`config.mk`:
```
export PLATFORM = sky130hd
export DESIGN_NAME = blkcopy_engine
export DESIGN_NICKNAME = d
export VERILOG_FILES = /design/src/rtl/blkcopy_pkg.sv /design/src/rtl/blkcopy_ctrl.sv /design/src/rtl/blkcopy_dpath.sv /design/src/rtl/blkcopy_engine.sv
export SDC_FILE = /design/constraint.sdc
export NUM_CORES = 1
export LEC_CHECK = 0
export CAP_MARGIN = 20
export CORE_UTILIZATION = 27
export CTS_CLUSTER_DIAMETER = 40
export DETAILED_ROUTE_END_ITERATION = 16
export PLACE_DENSITY = 0.56
export REMOVE_ABC_BUFFERS = 1
export SYNTH_ARGS = -nofsm -noshare
export SYNTH_HDL_FRONTEND = slang
export SYNTH_HIERARCHICAL = 1
export SYNTH_SLANG_ARGS = --single-unit
```
`constraint.sdc`:
```
create_clock -name clk -period 3.32 [get_ports clk]
set_clock_uncertainty 0.1 [all_clocks]
set_input_delay 0.498 -clock clk [delete_from_list [all_inputs] [get_ports clk]]
set_output_delay 0.498 -clock clk [all_outputs]
set_load 0.02 [all_outputs]
```
`src/rtl/blkcopy_pkg.sv`:
```
package blkcopy_pkg;
  typedef enum logic [2:0] {
    BC_IDLE,
    BC_PARAM,
    BC_READ,
    BC_WRITE,
    BC_FINISH
  } bc_state_e;
endpackage

```
`src/rtl/blkcopy_ctrl.sv`:
```
module blkcopy_ctrl
  import blkcopy_pkg::*;
#(
  parameter int NPAR = 6,
  parameter int IW   = 3
) (
  input  logic          clk,
  input  logic          rst,
  input  logic          start,
  input  logic          irq,
  input  logic          abort,
  input  logic          cnt_zero,
  output bc_state_e     state,
  output logic [IW-1:0] idx,
  output logic          busy,
  output logic          rd_stb,
  output logic          wr_stb,
  output logic          done_stb,
  output logic          par_ld,
  output logic          tmp_ld,
  output logic          cnt_dec
);
  localparam logic [IW-1:0] LAST_IDX = IW'(NPAR - 1);

  logic halt;
  logic pend;

  assign halt = irq | abort;

  always_ff @(posedge clk) begin
    if (rst) begin
      state <= BC_IDLE;
      idx   <= '0;
      busy  <= 1'b0;
      pend  <= 1'b0;
    end else if (abort) begin
      state <= BC_IDLE;
      busy  <= 1'b0;
      pend  <= 1'b0;
    end else if (irq) begin
      state <= BC_IDLE;
    end else begin
      case (state)
        BC_IDLE: begin
          if (start) begin
            idx <= '0;
            if (pend)      state <= BC_FINISH;
            else if (busy) state <= BC_READ;
            else           state <= BC_PARAM;
          end
        end
        BC_PARAM: begin
          if (idx == LAST_IDX) begin
            busy  <= 1'b1;
            state <= BC_READ;
          end else begin
            idx <= idx + 1'b1;
          end
        end
        BC_READ: state <= BC_WRITE;
        BC_WRITE: begin
          if (cnt_zero) begin
            busy  <= 1'b0;
            pend  <= 1'b1;
            state <= BC_FINISH;
          end else begin
            state <= BC_READ;
          end
        end
        BC_FINISH: begin
          pend  <= 1'b0;
          state <= BC_IDLE;
        end
        default: state <= BC_IDLE;
      endcase
    end
  end

  always_comb begin
    rd_stb   = !halt && (state == BC_PARAM || state == BC_READ);
    wr_stb   = !halt && (state == BC_WRITE);
    done_stb = !halt && (state == BC_FINISH);
    par_ld   = !halt && (state == BC_PARAM);
    tmp_ld   = !halt && (state == BC_READ);
    cnt_dec  = !halt && (state == BC_WRITE) && !cnt_zero;
  end
endmodule

```
`src/rtl/blkcopy_dpath.sv`:
```
module blkcopy_dpath
  import blkcopy_pkg::*;
#(
  parameter int AW   = 16,
  parameter int DW   = 8,
  parameter int CW   = 16,
  parameter int OW   = 8,
  parameter int NPAR = 6,
  parameter int IW   = 3
) (
  input  logic          clk,
  input  logic          rst,
  input  bc_state_e     state,
  input  logic [IW-1:0] idx,
  input  logic [AW-1:0] sp,
  input  logic [OW-1:0] ofs,
  input  logic [DW-1:0] mem_rdata,
  input  logic          par_ld,
  input  logic          tmp_ld,
  input  logic          cnt_dec,
  output logic [AW-1:0] mem_addr,
  output logic [DW-1:0] mem_wdata,
  output logic          cnt_zero
);
  localparam int CB = CW / DW;
  localparam int AB = AW / DW;

  logic [DW-1:0] pb [NPAR];
  logic [DW-1:0] tmp;
  logic [CW-1:0] cnt;
  logic [CW-1:0] cnt_next;
  logic [AW-1:0] src;
  logic [AW-1:0] dst;
  logic [AW-1:0] cnt_a;
  logic [AW-1:0] base;

  for (genvar i = 0; i < CB; i++) begin : g_cnt
    assign cnt[i*DW +: DW] = pb[i];
  end
  for (genvar i = 0; i < AB; i++) begin : g_adr
    assign src[i*DW +: DW] = pb[CB + i];
    assign dst[i*DW +: DW] = pb[CB + AB + i];
  end

  assign cnt_next = cnt - 1'b1;
  assign cnt_zero = (cnt == '0);
  assign cnt_a    = AW'(cnt);
  assign base     = sp + AW'(ofs);

  always_ff @(posedge clk) begin
    if (rst) begin
      for (int b = 0; b < NPAR; b++) pb[b] <= '0;
      tmp <= '0;
    end else begin
      for (int b = 0; b < NPAR; b++) begin
        if (par_ld && idx == IW'(b)) pb[b] <= mem_rdata;
        else if (cnt_dec && b < CB) pb[b] <= cnt_next[(b % CB)*DW +: DW];
      end
      if (tmp_ld) tmp <= mem_rdata;
    end
  end

  always_comb begin
    case (state)
      BC_PARAM: mem_addr = base + AW'(idx);
      BC_READ:  mem_addr = src + cnt_a;
      BC_WRITE: mem_addr = dst + cnt_a;
      default:  mem_addr = '0;
    endcase
  end

  assign mem_wdata = tmp;
endmodule

```
`src/rtl/blkcopy_engine.sv`:
```
module blkcopy_engine
  import blkcopy_pkg::*;
#(
  parameter int AW = 16,
  parameter int DW = 8,
  parameter int CW = 16,
  parameter int OW = 8
) (
  input  logic          clk,
  input  logic          rst,
  input  logic          start,
  input  logic          irq,
  input  logic          abort,
  input  logic [AW-1:0] sp,
  input  logic [OW-1:0] ofs,
  output logic [AW-1:0] mem_addr,
  output logic          mem_rd,
  output logic          mem_wr,
  output logic [DW-1:0] mem_wdata,
  input  logic [DW-1:0] mem_rdata,
  output logic          busy,
  output logic          done_req
);
  localparam int NPAR = CW / DW + 2 * (AW / DW);
  localparam int IW   = $clog2(NPAR);

  bc_state_e     state;
  logic [IW-1:0] idx;
  logic          cnt_zero;
  logic          par_ld;
  logic          tmp_ld;
  logic          cnt_dec;

  blkcopy_ctrl #(.NPAR(NPAR), .IW(IW)) u_ctrl (
    .clk      (clk),
    .rst      (rst),
    .start    (start),
    .irq      (irq),
    .abort    (abort),
    .cnt_zero (cnt_zero),
    .state    (state),
    .idx      (idx),
    .busy     (busy),
    .rd_stb   (mem_rd),
    .wr_stb   (mem_wr),
    .done_stb (done_req),
    .par_ld   (par_ld),
    .tmp_ld   (tmp_ld),
    .cnt_dec  (cnt_dec)
  );

  blkcopy_dpath #(
    .AW(AW), .DW(DW), .CW(CW), .OW(OW), .NPAR(NPAR), .IW(IW)
  ) u_dpath (
    .clk       (clk),
    .rst       (rst),
    .state     (state),
    .idx       (idx),
    .sp        (sp),
    .ofs       (ofs),
    .mem_rdata (mem_rdata),
    .par_ld    (par_ld),
    .tmp_ld    (tmp_ld),
    .cnt_dec   (cnt_dec),
    .mem_addr  (mem_addr),
    .mem_wdata (mem_wdata),
    .cnt_zero  (cnt_zero)
  );
endmodule

```
== Word-level counts from Yosys, hierarchy flattened ==
Memory sizes are Yosys's and may differ from the RTL's.
Index checks and enable logic that the tools add are counted.

* $add $sub $neg: 6
* Eq/ne operators: 13
* Multiplexer cells: 50
* Bitwise gates (word level): 11
* Reductions and logical operators: 27

{| class="wikitable"
|+ Operators by type and width
! kind !! number
|-
| $mux 8 || 8
|-
| $pmux 16 s3 || 1
|-
| $add 16x16->16 || 2
|-
| $mux 1 || 30
|-
| $mux 3 || 6
|-
| $add 16x3->16 || 1
|-
| $add 16x8->16 || 1
|-
| $logic_not 16->1 || 1
|-
| $sub 16x1->16 const B || 1
|-
| $eq 3x2->1 const B || 4
|-
| $logic_and 1x1->1 || 12
|-
| $pmux 3 s4 || 1
|-
| $eq 3x3->1 const B || 3
|-
| $or 1x1->1 || 9
|-
| $eq 3x1->1 const B || 2
|-
| $logic_not 3->1 || 2
|-
| $pmux 3 s2 || 1
|-
| $reduce_bool 2->1 || 3
|-
| $reduce_and 5->1 || 1
|-
| $ne 2x1->1 const B || 2
|-
| $ne 2x2->1 const B || 2
|-
| $pmux 1 s2 || 2
|-
| $reduce_and 4->1 || 1
|-
| $add 3x1->3 const B || 1
|-
| other kinds (8) || 10
|}

* Register bits: 16
* Memory bits (writable): 48
* Memories kept: 1

{| class="wikitable"
|+ Memories
! memory !! depth !! bits a word !! rd ports !! clocked after memory_dff !! wr ports !! RTL line !! RTL
|-
| u_dpath.pb || 6 || 8 || 6 || 0 || 6 || blkcopy_dpath.sv:28 || <nowiki>logic [DW-1:0] pb [NPAR];</nowiki>
|}

== Logic depth before layout (Yosys ltp) ==
* Depth in word-level cells: 9
* Mapped depth: 13

== Hierarchy ==
Netlist, hierarchy kept.

{| class="wikitable"
|+ Modules (own cells, without submodules)
! module !! instances !! cells an instance !! area an instance (µm²) !! sequential area each (µm²)
|-
| blkcopy_dpath || 1 || 412 || 4,162.7 || 1,601.5
|-
| blkcopy_ctrl || 1 || 65 || 550.5 || 160.2
|}

== Worst setup path after synthesis ==
OpenSTA, ideal clock, no wires.

* Kind: register to output
* Start: reg u_ctrl.state[2]
* End: out mem_addr[14]
* Arrival: 3.102 ns
* Data required time: 2.722 ns
* Path slack: -0.380 ns
* Stages on the path, launching flop included: 14
* Path through: dfxtp_1 -> nor2b_4 -> nand2_4 -> clkbuf_1 -> mux2_2 -> ha_1 -> inv_1 -> fa_1 -> nand3b_1 -> a21oi_1 -> o21ai_0 -> o31ai_1 -> xnor2_1 -> o22ai_1

* Longest elaborated chain between the ends: 2

{| class="wikitable"
|+ RTL lines
! item !! RTL line !! RTL
|-
| start: declaration || blkcopy_ctrl.sv:13 || <nowiki>output bc_state_e state,</nowiki>
|-
| start signal: assignment || blkcopy_ctrl.sv:32 || <nowiki>state <= BC_IDLE;</nowiki>
|-
| start signal: assignment || blkcopy_ctrl.sv:37 || <nowiki>state <= BC_IDLE;</nowiki>
|-
| start signal: assignment || blkcopy_ctrl.sv:41 || <nowiki>state <= BC_IDLE;</nowiki>
|-
| $eq 3x2->1 / $eq 3x1->1 (equally long branches) || blkcopy_dpath.sv:64 || <nowiki>case (state)</nowiki>
|-
| $pmux 16 s3 (*) || blkcopy_dpath.sv:64 ||
|-
| end: declaration || blkcopy_engine.sv:16 || <nowiki>output logic [AW-1:0] mem_addr,</nowiki>
|}

Every way passes the cells marked *; elsewhere a longest branch is shown, timed or not.

== Worst setup path in the final report ==
* Start: reg u_ctrl.state[1]
* End: out mem_addr[13]

Same word-level chain as after synthesis.

==> run_results.csv <==
group,metric,value,unit
clock_tree,hold_buffers,0,
setup_path,crit_path_max_fanout,6,
logic_synthesis,synth.top_cell.area_share,0.306,
setup_path,critPathKind,"register to primary output",
sta,rsz0062_at_grt,"yes",
run_status,violations,"setup timing",
logic_synthesis,yosysUniqueCellTypes,64,
power_and_ir_drop,power_density,331,nW/µm²
finish,post-route-util,0.414,
clock_tree,root_buffer,"clkbuf_16",
logic_synthesis,ys_seq_area_frac,0.374,
logic_synthesis,post_synth.cell_area_avg,9.88,µm²
drt,drtPass1Iterations,4,
grt,antenna_found_initial,0,
setup_path,arrival,3.01,ns
logic_synthesis,synth_common_cells,"edfxtp_1 (48), nor2_1 (42), and2_1 (35)",
sta,clock.fmax,277,MHz
sta,final.period_utilization,1.09,
hold_path,hold_class,"register to register",
finish,fin_nets,713,
clock_tree,clk_path_buf_depth,2,
sta,setup_viol,10,
grt,grt_overflow_total,0,
floorplanning,core,16800,µm²
finish,design_area,6960,µm²
setup_path,cpMaxStageDelayCell,"dfxtp_2",
power_and_ir_drop,irDropWorstVdd,243,µV
drt,drt_iter0_drc,258,
job,cap_violations,0,
placed_design,hpwl,10100,µm
clock_tree,cts_tree,"built",
finish,seq_area,1770,µm²
setup_path,worst-path-buf-inv,3,
logic_synthesis,ys_seq_elements,64,
sta,hold_violations,0,
finish,antennaDiodeCount,0,
sta,drv_slew,0,
clock_tree,clk_pin_slew_worst_paths,0.06,ns
grt,grt_max_degree,22,
finish,nFillCells,1652,
sta,tightest_slew,0.780,ns
logic_synthesis,synthMostInstantiatedCell,"edfxtp_1",
setup_path,cpPeakStageDelay,0.33,ns
drt,num_vias,4292,
logic_synthesis,ys_warn_count,6,
power_and_ir_drop,p_leak,2.74,nW
drt,route.detailed.drc,0,
logic_synthesis,synth_area_leaders,"edfxtp_1 (31%), ha_1 (9.0%), dfxtp_1 (6.8%)",
drt,drt-wirelength-per-cell,16.2,µm
logic_synthesis,syn_inst,477,
grt,grt_pass1_wl,21800,µm
floorplanning,die_h,134,µm
drt,ant_nets,0,
logic_synthesis,synth_edf_count,48,
finish,multi_input_area,3230,µm²
clock_tree,htreeDepth,3,
finish,drive_gt1_frac,0.321,
grt,grt_pass1_vias,4260,
placed_design,io_buffers,64,
logic_synthesis,synthArstFlopShare,0,
clock_tree,clock-sinks,64,
run_status,status,"finished with violations",
sta,fin_crit,3.61,ns
setup_path,path_delay_family,"compound AO/OA/AOI/OAI gates",
clock_tree,cts_made_buffers,9,
finish,area_delta_synth_final,47.6,%
setup_path,crit_path_cell_trace,"nor2b_4 -> nand2_4 -> buf_6 -> mux2_4 -> ha_4 -> nand3_1 -> a21oi_2 -> o21bai_2 -> buf_4 -> and2_1 -> a311oi_2 -> o22ai_1 -> buf_4",
setup_path,cp_common_cell,"buf_4",
sta,fin_ws,-0.293,ns
floorplanning,num_rows,47,
logic_synthesis,synthFlopType,"edfxtp_1",
sta,slew-limit-headroom,0.479,
grt,grtUsageTotal,0.155,
clock_tree,clk_latency,0.33,ns
drt,routed_wl,13900,µm
floorplanning,ioPinCount,65,
drt,vias_per_cell,4.98,
placed_design,post_dp_cell_area,6270,µm²
placed_design,globalplace.congestion,0.827,
logic_synthesis,yosys.area.top_type,"edfxtp_1",
setup_path,endpoint_kind,"primary output",
floorplanning,start_util,0.280,
floorplanning,dieArea,18000,µm²
setup_path,cp.required,2.72,ns
logic_synthesis,syn_area,4710,µm²
floorplanning,die_w,134,µm
setup_path,start_kind,"register",
==> path summary, 6_finish.rpt <==
kind,startpoint,endpoint,slack [ns],cells past startpoint
worst max-delay path,u_ctrl/state[1],mem_addr[13],-0.29,13
worst min-delay path,u_dpath/mem_wdata[3],u_dpath/mem_wdata[3],0.40,2
worst max register to register,u_dpath/pb[0][3],u_dpath/pb[1][3],0.43,7
worst min register to register,u_dpath/mem_wdata[3],u_dpath/mem_wdata[3],0.40,2
==> per-layer routing <==
metal	global-route usage	up-vias	routed length, µm
li1	-	2103	-
met2	0.258	113	6450
met5	0	-	0
met1	0.210	2061	6620
met3	0.0204	15	677
met4	0.0456	0	182
==> power by group <==
| part | internal, mW | switching, mW |
|---|---|---|
| clock | 0.580 | 0.348 |
| sequential | 0.878 | 0.0136 |
| combinational | 0.248 | 0.233 |
==> through the flow <==
| step | hold slack [ns] | TNS (ns) | setup WS (ns) | power (mW) | instances |
|---|---|---|---|---|---|
| floorplan | 0.385 | -2.18 | -0.387 | 1.11 | 464 |
| global placement | 0.379 | -10.58 | -1.15 | 1.31 | 841 |
| detailed placement | 0.383 | -11.41 | -1.22 | 1.32 | 841 |
| CTS | 0.404 | -1.95 | -0.264 | 2.29 | 860 |
| global route | 0.442 | -3.39 | -0.426 | 2.39 | 862 |
| finish | 0.399 | -2.18 | -0.293 | 2.30 | 862 |
==> placed cells by master, fill, tap and decap left out, drive strengths merged, types with 13 or more instances in the layout <==
master,count
ha,34
o21ai,16
clkdlybuf4s50,43
and2,36
nor2,42
nor3,13
nand2,31
xnor2,15
xor2,20
mux2,15
a21oi,23
edfxtp,48
buf,111
dfxtp,16
==> repair_timing <==
action | 4_1_cts | 5_1_grt
setup buffers | 4 | 3
resized for setup | 131 | 21
endpoints found under the setup margin | 15 | 13
pin swaps | 38 | 13
hold endpoints to repair | 0 | 0
==> flip-flops by register name, indices dropped and copies added, names as in the netlist <==
register	flops
u_dpath/pb	48
u_ctrl/state	3
u_ctrl/busy	1
u_ctrl/pend	1
u_ctrl/idx	3
u_dpath/mem_wdata	8
==> cell families after synthesis <==
group           Yosys count  synth area share
mux                      25            0.0571
compound gates          107             0.153
fa+ha+maj                39             0.111
xor+xnor                 35            0.0650
buf+inv                  22            0.0202
flops                    64             0.374
simple gates            185             0.219
==> worst reg2reg max path, cell delays in order, from the launching register on <==
cell and delay (ns):
edfxtp_1 0.49, buf_4 0.20, nor3_1 0.35, nand3_1 0.23, nor4_1 0.37, buf_4 0.21, nor3_2 0.09, or3_1 0.56
==> layout make-up <==
cell class / instances / share of cell area
multi-input combinational: 391 / 0.464
sequential: 64 / 0.254
timing repair buffer: 162 / 0.195
tap: 220 / 0.0396
clock buffer: 9 / 0.0324
clock inverter: 7 / 0.0104
inverter: 9 / 0.00486
Note: power is estimated with default switching activity, not from simulation.
